`src/rtl/steer_pkg.sv`:
```
package steer_pkg;
  localparam int NCH = 2;
  localparam int CH_A = 0;
  localparam int CH_B = 1;
  typedef logic [NCH-1:0] ch_vec_t;
endpackage

```
`src/rtl/steer_decode.sv`:
```
module steer_decode
  import steer_pkg::*;
(
  input  logic    cs_ni,
  input  logic    chsel_i,
  input  logic    bcast_i,
  input  logic    wr_fire_i,
  input  logic    rd_i,
  output ch_vec_t wr_hit_o,
  output ch_vec_t rd_hit_o
);
  ch_vec_t sel_vec;

  always_comb begin
    sel_vec = '0;
    if (!cs_ni) begin
      if (chsel_i) sel_vec[CH_A] = 1'b1;
      else         sel_vec[CH_B] = 1'b1;
    end
  end

  // broadcast only widens writes; wr_fire already carries chip select
  always_comb begin
    wr_hit_o = '0;
    if (wr_fire_i) wr_hit_o = bcast_i ? {NCH{1'b1}} : sel_vec;
  end

  assign rd_hit_o = rd_i ? sel_vec : '0;

  always_comb begin
    AST_RD_SINGLE: assert ($onehot0(rd_hit_o));
  end
endmodule

```
`src/rtl/steer_bcast_reg.sv`:
```
module steer_bcast_reg #(
  parameter int ADDR_W = 4,
  parameter logic [ADDR_W-1:0] ALT_ADDR = 4'hA
) (
  input  logic              clk_i,
  input  logic              rst_ni,
  input  logic              wr_fire_i,
  input  logic [ADDR_W-1:0] addr_i,
  input  logic              wbit_i,
  output logic              bcast_o
);
  logic upd;
  assign upd = wr_fire_i && (addr_i == ALT_ADDR);

  always_ff @(posedge clk_i or negedge rst_ni) begin
    if (!rst_ni)  bcast_o <= 1'b0;
    else if (upd) bcast_o <= wbit_i;
  end

  AST_BCAST_HOLD: assert property (@(posedge clk_i) disable iff (!rst_ni)
    !(wr_fire_i && addr_i == ALT_ADDR) |=> $stable(bcast_o));
endmodule

```
`src/rtl/steer_wr_stage.sv`:
```
module steer_wr_stage
  import steer_pkg::*;
#(
  parameter int ADDR_W = 4,
  parameter int DATA_W = 8
) (
  input  logic              clk_i,
  input  logic              rst_ni,
  input  logic              cs_ni,
  input  logic              wr_i,
  input  logic [ADDR_W-1:0] addr_i,
  input  logic [DATA_W-1:0] wdata_i,
  input  ch_vec_t           wr_hit_i,
  output logic              wr_fire_o,
  output ch_vec_t           we_o,
  output logic [ADDR_W-1:0] addr_o,
  output logic [DATA_W-1:0] wdata_o
);
  logic wr_qual, wr_prev_q;

  assign wr_qual   = !cs_ni && wr_i;
  assign wr_fire_o = wr_qual && !wr_prev_q;

  always_ff @(posedge clk_i or negedge rst_ni) begin
    if (!rst_ni) wr_prev_q <= 1'b0;
    else         wr_prev_q <= wr_qual;
  end

  always_ff @(posedge clk_i or negedge rst_ni) begin
    if (!rst_ni) begin
      addr_o  <= '0;
      wdata_o <= '0;
    end else if (wr_fire_o) begin
      addr_o  <= addr_i;
      wdata_o <= wdata_i;
    end
  end

  for (genvar g = 0; g < NCH; g++) begin : g_we
    always_ff @(posedge clk_i or negedge rst_ni) begin
      if (!rst_ni) we_o[g] <= 1'b0;
      else         we_o[g] <= wr_hit_i[g];
    end

    AST_WE_SINGLE: assert property (@(posedge clk_i) disable iff (!rst_ni)
      we_o[g] |=> !we_o[g]);
  end

  AST_WE_CAUSE: assert property (@(posedge clk_i) disable iff (!rst_ni)
    (|we_o) |-> $past(!cs_ni && wr_i));
endmodule

```
`src/rtl/steer_rd_mux.sv`:
```
module steer_rd_mux
  import steer_pkg::*;
#(
  parameter int DATA_W = 8
) (
  input  ch_vec_t           rd_hit_i,
  input  logic [DATA_W-1:0] rdata_a_i,
  input  logic [DATA_W-1:0] rdata_b_i,
  output logic [DATA_W-1:0] rdata_o
);
  logic [DATA_W-1:0] src [NCH];
  assign src[CH_A] = rdata_a_i;
  assign src[CH_B] = rdata_b_i;

  always_comb begin
    rdata_o = '0;
    for (int i = 0; i < NCH; i++)
      if (rd_hit_i[i]) rdata_o = rdata_o | src[i];
  end
endmodule

```
`src/rtl/chan_access_steer.sv`:
```
module chan_access_steer
  import steer_pkg::*;
#(
  parameter int ADDR_W = 4,
  parameter int DATA_W = 8,
  parameter logic [ADDR_W-1:0] ALT_ADDR = 4'hA
) (
  input  logic              clk_i,
  input  logic              rst_ni,
  input  logic              cs_ni,
  input  logic              chsel_i,
  input  logic              rd_i,
  input  logic              wr_i,
  input  logic [ADDR_W-1:0] addr_i,
  input  logic [DATA_W-1:0] wdata_i,
  input  logic [DATA_W-1:0] rdata_a_i,
  input  logic [DATA_W-1:0] rdata_b_i,
  output logic              we_a_o,
  output logic              we_b_o,
  output logic [ADDR_W-1:0] addr_o,
  output logic [DATA_W-1:0] wdata_o,
  output logic              re_a_o,
  output logic              re_b_o,
  output logic [DATA_W-1:0] rdata_o,
  output logic              bcast_o
);
  logic    wr_fire;
  ch_vec_t wr_hit, rd_hit, we;

  steer_decode i_decode (
    .cs_ni     (cs_ni),
    .chsel_i   (chsel_i),
    .bcast_i   (bcast_o),
    .wr_fire_i (wr_fire),
    .rd_i      (rd_i),
    .wr_hit_o  (wr_hit),
    .rd_hit_o  (rd_hit)
  );

  steer_wr_stage #(.ADDR_W(ADDR_W), .DATA_W(DATA_W)) i_wr_stage (
    .clk_i     (clk_i),
    .rst_ni    (rst_ni),
    .cs_ni     (cs_ni),
    .wr_i      (wr_i),
    .addr_i    (addr_i),
    .wdata_i   (wdata_i),
    .wr_hit_i  (wr_hit),
    .wr_fire_o (wr_fire),
    .we_o      (we),
    .addr_o    (addr_o),
    .wdata_o   (wdata_o)
  );

  steer_bcast_reg #(.ADDR_W(ADDR_W), .ALT_ADDR(ALT_ADDR)) i_bcast (
    .clk_i     (clk_i),
    .rst_ni    (rst_ni),
    .wr_fire_i (wr_fire),
    .addr_i    (addr_i),
    .wbit_i    (wdata_i[0]),
    .bcast_o   (bcast_o)
  );

  steer_rd_mux #(.DATA_W(DATA_W)) i_rd_mux (
    .rd_hit_i  (rd_hit),
    .rdata_a_i (rdata_a_i),
    .rdata_b_i (rdata_b_i),
    .rdata_o   (rdata_o)
  );

  assign we_a_o = we[CH_A];
  assign we_b_o = we[CH_B];
  assign re_a_o = rd_hit[CH_A];
  assign re_b_o = rd_hit[CH_B];

  AST_BOTH_NEEDS_BCAST: assert property (@(posedge clk_i) disable iff (!rst_ni)
    (we_a_o && we_b_o) |-> $past(bcast_o));
  AST_CS_IDLE_RD: assert property (@(posedge clk_i) disable iff (!rst_ni)
    cs_ni |-> (!re_a_o && !re_b_o && rdata_o == '0));
  AST_A_NEEDS_SEL: assert property (@(posedge clk_i) disable iff (!rst_ni)
    (we_a_o && !we_b_o) |-> $past(chsel_i));
  AST_B_NEEDS_SEL: assert property (@(posedge clk_i) disable iff (!rst_ni)
    (we_b_o && !we_a_o) |-> $past(!chsel_i));
endmodule

```
`config.mk`:
```
export PLATFORM = sky130hd
export DESIGN_NAME = chan_access_steer
export DESIGN_NICKNAME = d
export VERILOG_FILES = /design/src/rtl/steer_pkg.sv /design/src/rtl/steer_decode.sv /design/src/rtl/steer_bcast_reg.sv /design/src/rtl/steer_wr_stage.sv /design/src/rtl/steer_rd_mux.sv /design/src/rtl/chan_access_steer.sv
export SDC_FILE = /design/constraint.sdc
export NUM_CORES = 1
export LEC_CHECK = 0
export ABC_AREA = 1
export BUFFER_PORTS_ARGS = -buffer_cell sky130_fd_sc_hd__clkbuf_2
export CAP_MARGIN = 20
export CORE_UTILIZATION = 41
export CTS_CLUSTER_DIAMETER = 120
export DETAILED_ROUTE_END_ITERATION = 12
export PLACE_DENSITY = 0.88
export SYNTH_ARGS = -nofsm -noshare
export SYNTH_HDL_FRONTEND = slang
export SYNTH_SLANG_ARGS = --single-unit
```
`constraint.sdc`:
```
create_clock -name clk_i -period 2.55 [get_ports clk_i]
set_input_delay 0 -clock clk_i [delete_from_list [all_inputs] [get_ports clk_i]]
set_output_delay 0 -clock clk_i [all_outputs]
set_load 0.005 [all_outputs]
```
==> impl_metrics.toml <==
[clock_tree]
hold_buffers = 14
cts_buffer_depth = 2
tritoncts = "yes"
cts.sinks = 16
htreeDepth = 1
cts_resized = 0
clkTransAtPathRegs_ps = 90
insertion_delay_ps = 280
cts-buffers-inserted = 3
postCtsSetupBuffers = 0
cts_root_buf = "clkbuf_4"

[finish]
fin_nets = 209
diodes = 0
fill_cells = 133
mostFrequentLayoutCell = "nand2_1"
drive_gt1_share_pct = 41.4
final_cell_mix = "nand2_1 (59), clkbuf_2 (58), dfrtp_1 (16), dlygate4sd3_1 (14), inv_1 (4)"
stdcell_area_sq_um = 1250
area_growth_pct = 61.0

[synth]
netlist.area_leader.share_pct = 51.4
syn_area_sq_um = 779
synthCells = 100
syn-mean-instance-area_sq_um = 7.79
yosysUniqueCellTypes = 15
synthTopCellsByArea = "dfrtp_1 (51%), nand2_1 (28%), buf_6 (2.9%)"
yosysSeqAreaShare_pct = 51.4
synth_nets = 134
synth_warnings = 0
synth_area_leader_cell = "dfrtp_1"
yosys_register_bits = 16

[pwr]
p_per_area_nw_per_um2 = 502
leakage_nw = 0.766
ir_drop_v = 0.000446

[global_routing]
grt_pass1_wl_mm = 3.22
overflow = 0
grt_pass1_vias = 785
antenna_found_initial = 0
grt_max_degree = 17
track_usage_pct = 22.3

[sta]
setup_viol = 0
max_slew_margin_pct = 74.8
fmax_mhz = 1010
setup_tns_ps = 0
whs_ps = 17.0
skew_ps = 1.13
rsz0062_at_grt = "false"
post-route-min-period_ps = 992
final.period_utilization_pct = 38.9
hold_violations = 0
worstMarginPinSlew_ps = 378
drv_slew = 0

[critical_path]
start_kind = "register"
critical_path.slowest_cell = "dfrtp_1"
critPathKind = "reg -> reg"
cpPeakStageDelay_ps = 420
worstPathCellList = "nor2_4 -> nand2_1 -> nand2_1 -> nand2_1"
cp.required_ps = 2730
cp_max_fo = 12
path_delay_family = "simple AND/OR/NAND/NOR gates"
worst_ep_arrival_time_ps = 1180
cp_num_buf_inv = 0
critPathMostFrequentCell = "nand2_1"
endpoint_kind = "register"

[place]
gp_congestion = 0.765
place_area_sq_um = 1080
io_buffer_count = 58
dpl.hpwl_mm = 1.48

[routing]
drtAntennaViolNets = 0
first_iter_violations = 9
vias_per_cell = 4.55
drc = 0
firstDrtPassIters = 6
vias = 906
wl_mm = 2.20
wl_per_cell_um = 11.1

[floorplanning]
dieHeight_um = 45.6
die_w_um = 45.6
start_util_pct = 44.7
core_sq_um = 1750
ios = 59
num_rows = 15
die_area_sq_um = 2080

[hold_path]
hold_path.class = "in -> reg"

[flow_run]
cap_violations = 0

[status]
status = "complete, no violations"
[synthesized netlist by cell type]
library cell	number
o21ai_0	2
inv_2	2
clkinv_1	1
nor2_1	1
nor2_2	1
inv_4	1
nor2_4	2
nand2_2	2
dfrtp_1	16
buf_6	2
inv_1	4
nand2_4	2
nand3_1	3
a21oi_1	2
nand2_1	59
[registers in the layout (all words and copies together), names as in the netlist]
name	count
i_bcast.bcast_o	1
i_wr_stage.wr_prev_q	1
i_wr_stage.wdata_o	8
i_wr_stage.we_o	2
i_wr_stage.addr_o	4
[cell families after synthesis]
group,after synthesis,synth area share [%]
and+or+nand+nor,70,39.0
AOI/OAI and AO/OA,4,2.57
buffers and inverters,10,7.06
DFF,16,51.4
[path summary, 6_finish.rpt]
path                       cells past startpoint  slack (ps)               endpoint             startpoint
max in group asynchronous                      2        2130        i_bcast.bcast_o                 rst_ni
min in group asynchronous                      2         150  i_wr_stage.wdata_o[2]                 rst_ni
hold reg to reg                                2         480  i_wr_stage.wdata_o[4]  i_wr_stage.wdata_o[4]
setup / recovery                               4        1560        i_bcast.bcast_o   i_wr_stage.wr_prev_q
setup reg to reg                               4        1560        i_bcast.bcast_o   i_wr_stage.wr_prev_q
hold / removal                                 4          20   i_wr_stage.wr_prev_q                  cs_ni
[final cells by class]
class | count | area [sq um] | area share [%]
multi-input combinational | 74 | 324 | 25.8
inverter | 8 | 32.5 | 2.59
clock buffer | 4 | 36.3 | 2.89
tap | 25 | 31.3 | 2.49
timing repair buffer | 72 | 430 | 34.3
sequential | 16 | 400 | 31.9
[layer usage]
metal	part of all wire (%)	up-vias	GRT usage, %
met3	11	2	3.97
met2	53	63	45.1
met4	0.27	0	7.27
li1	-	447	-
met1	36	394	21.9
met5	0	-	0
[report_power, final]
group          switching (W)  internal, W  total, W
logic              0.0000763    0.0000791  0.000155
registers          0.0000226     0.000287  0.000310
clock network      0.0000785    0.0000869  0.000165
total               0.000177     0.000453  0.000631
[worst register-to-register path, delay by kind of cell, from the launching register on]
family           cells  cell delay [ps]
AND/OR/NAND/NOR      4              460
flip-flops           1              420
[through the flow]
stage	worst slack (ps)	total power [W]	util, %	instances
floorplan	1660	0.000371	-	100
global placement	1630	0.000445	61.8	181
detailed placement	1590	0.000450	61.8	181
CTS	1580	0.000630	71.9	199
global route	1500	0.000667	71.9	199
finish	1560	0.000631	71.9	199
Power figures use the tool's default switching activity.
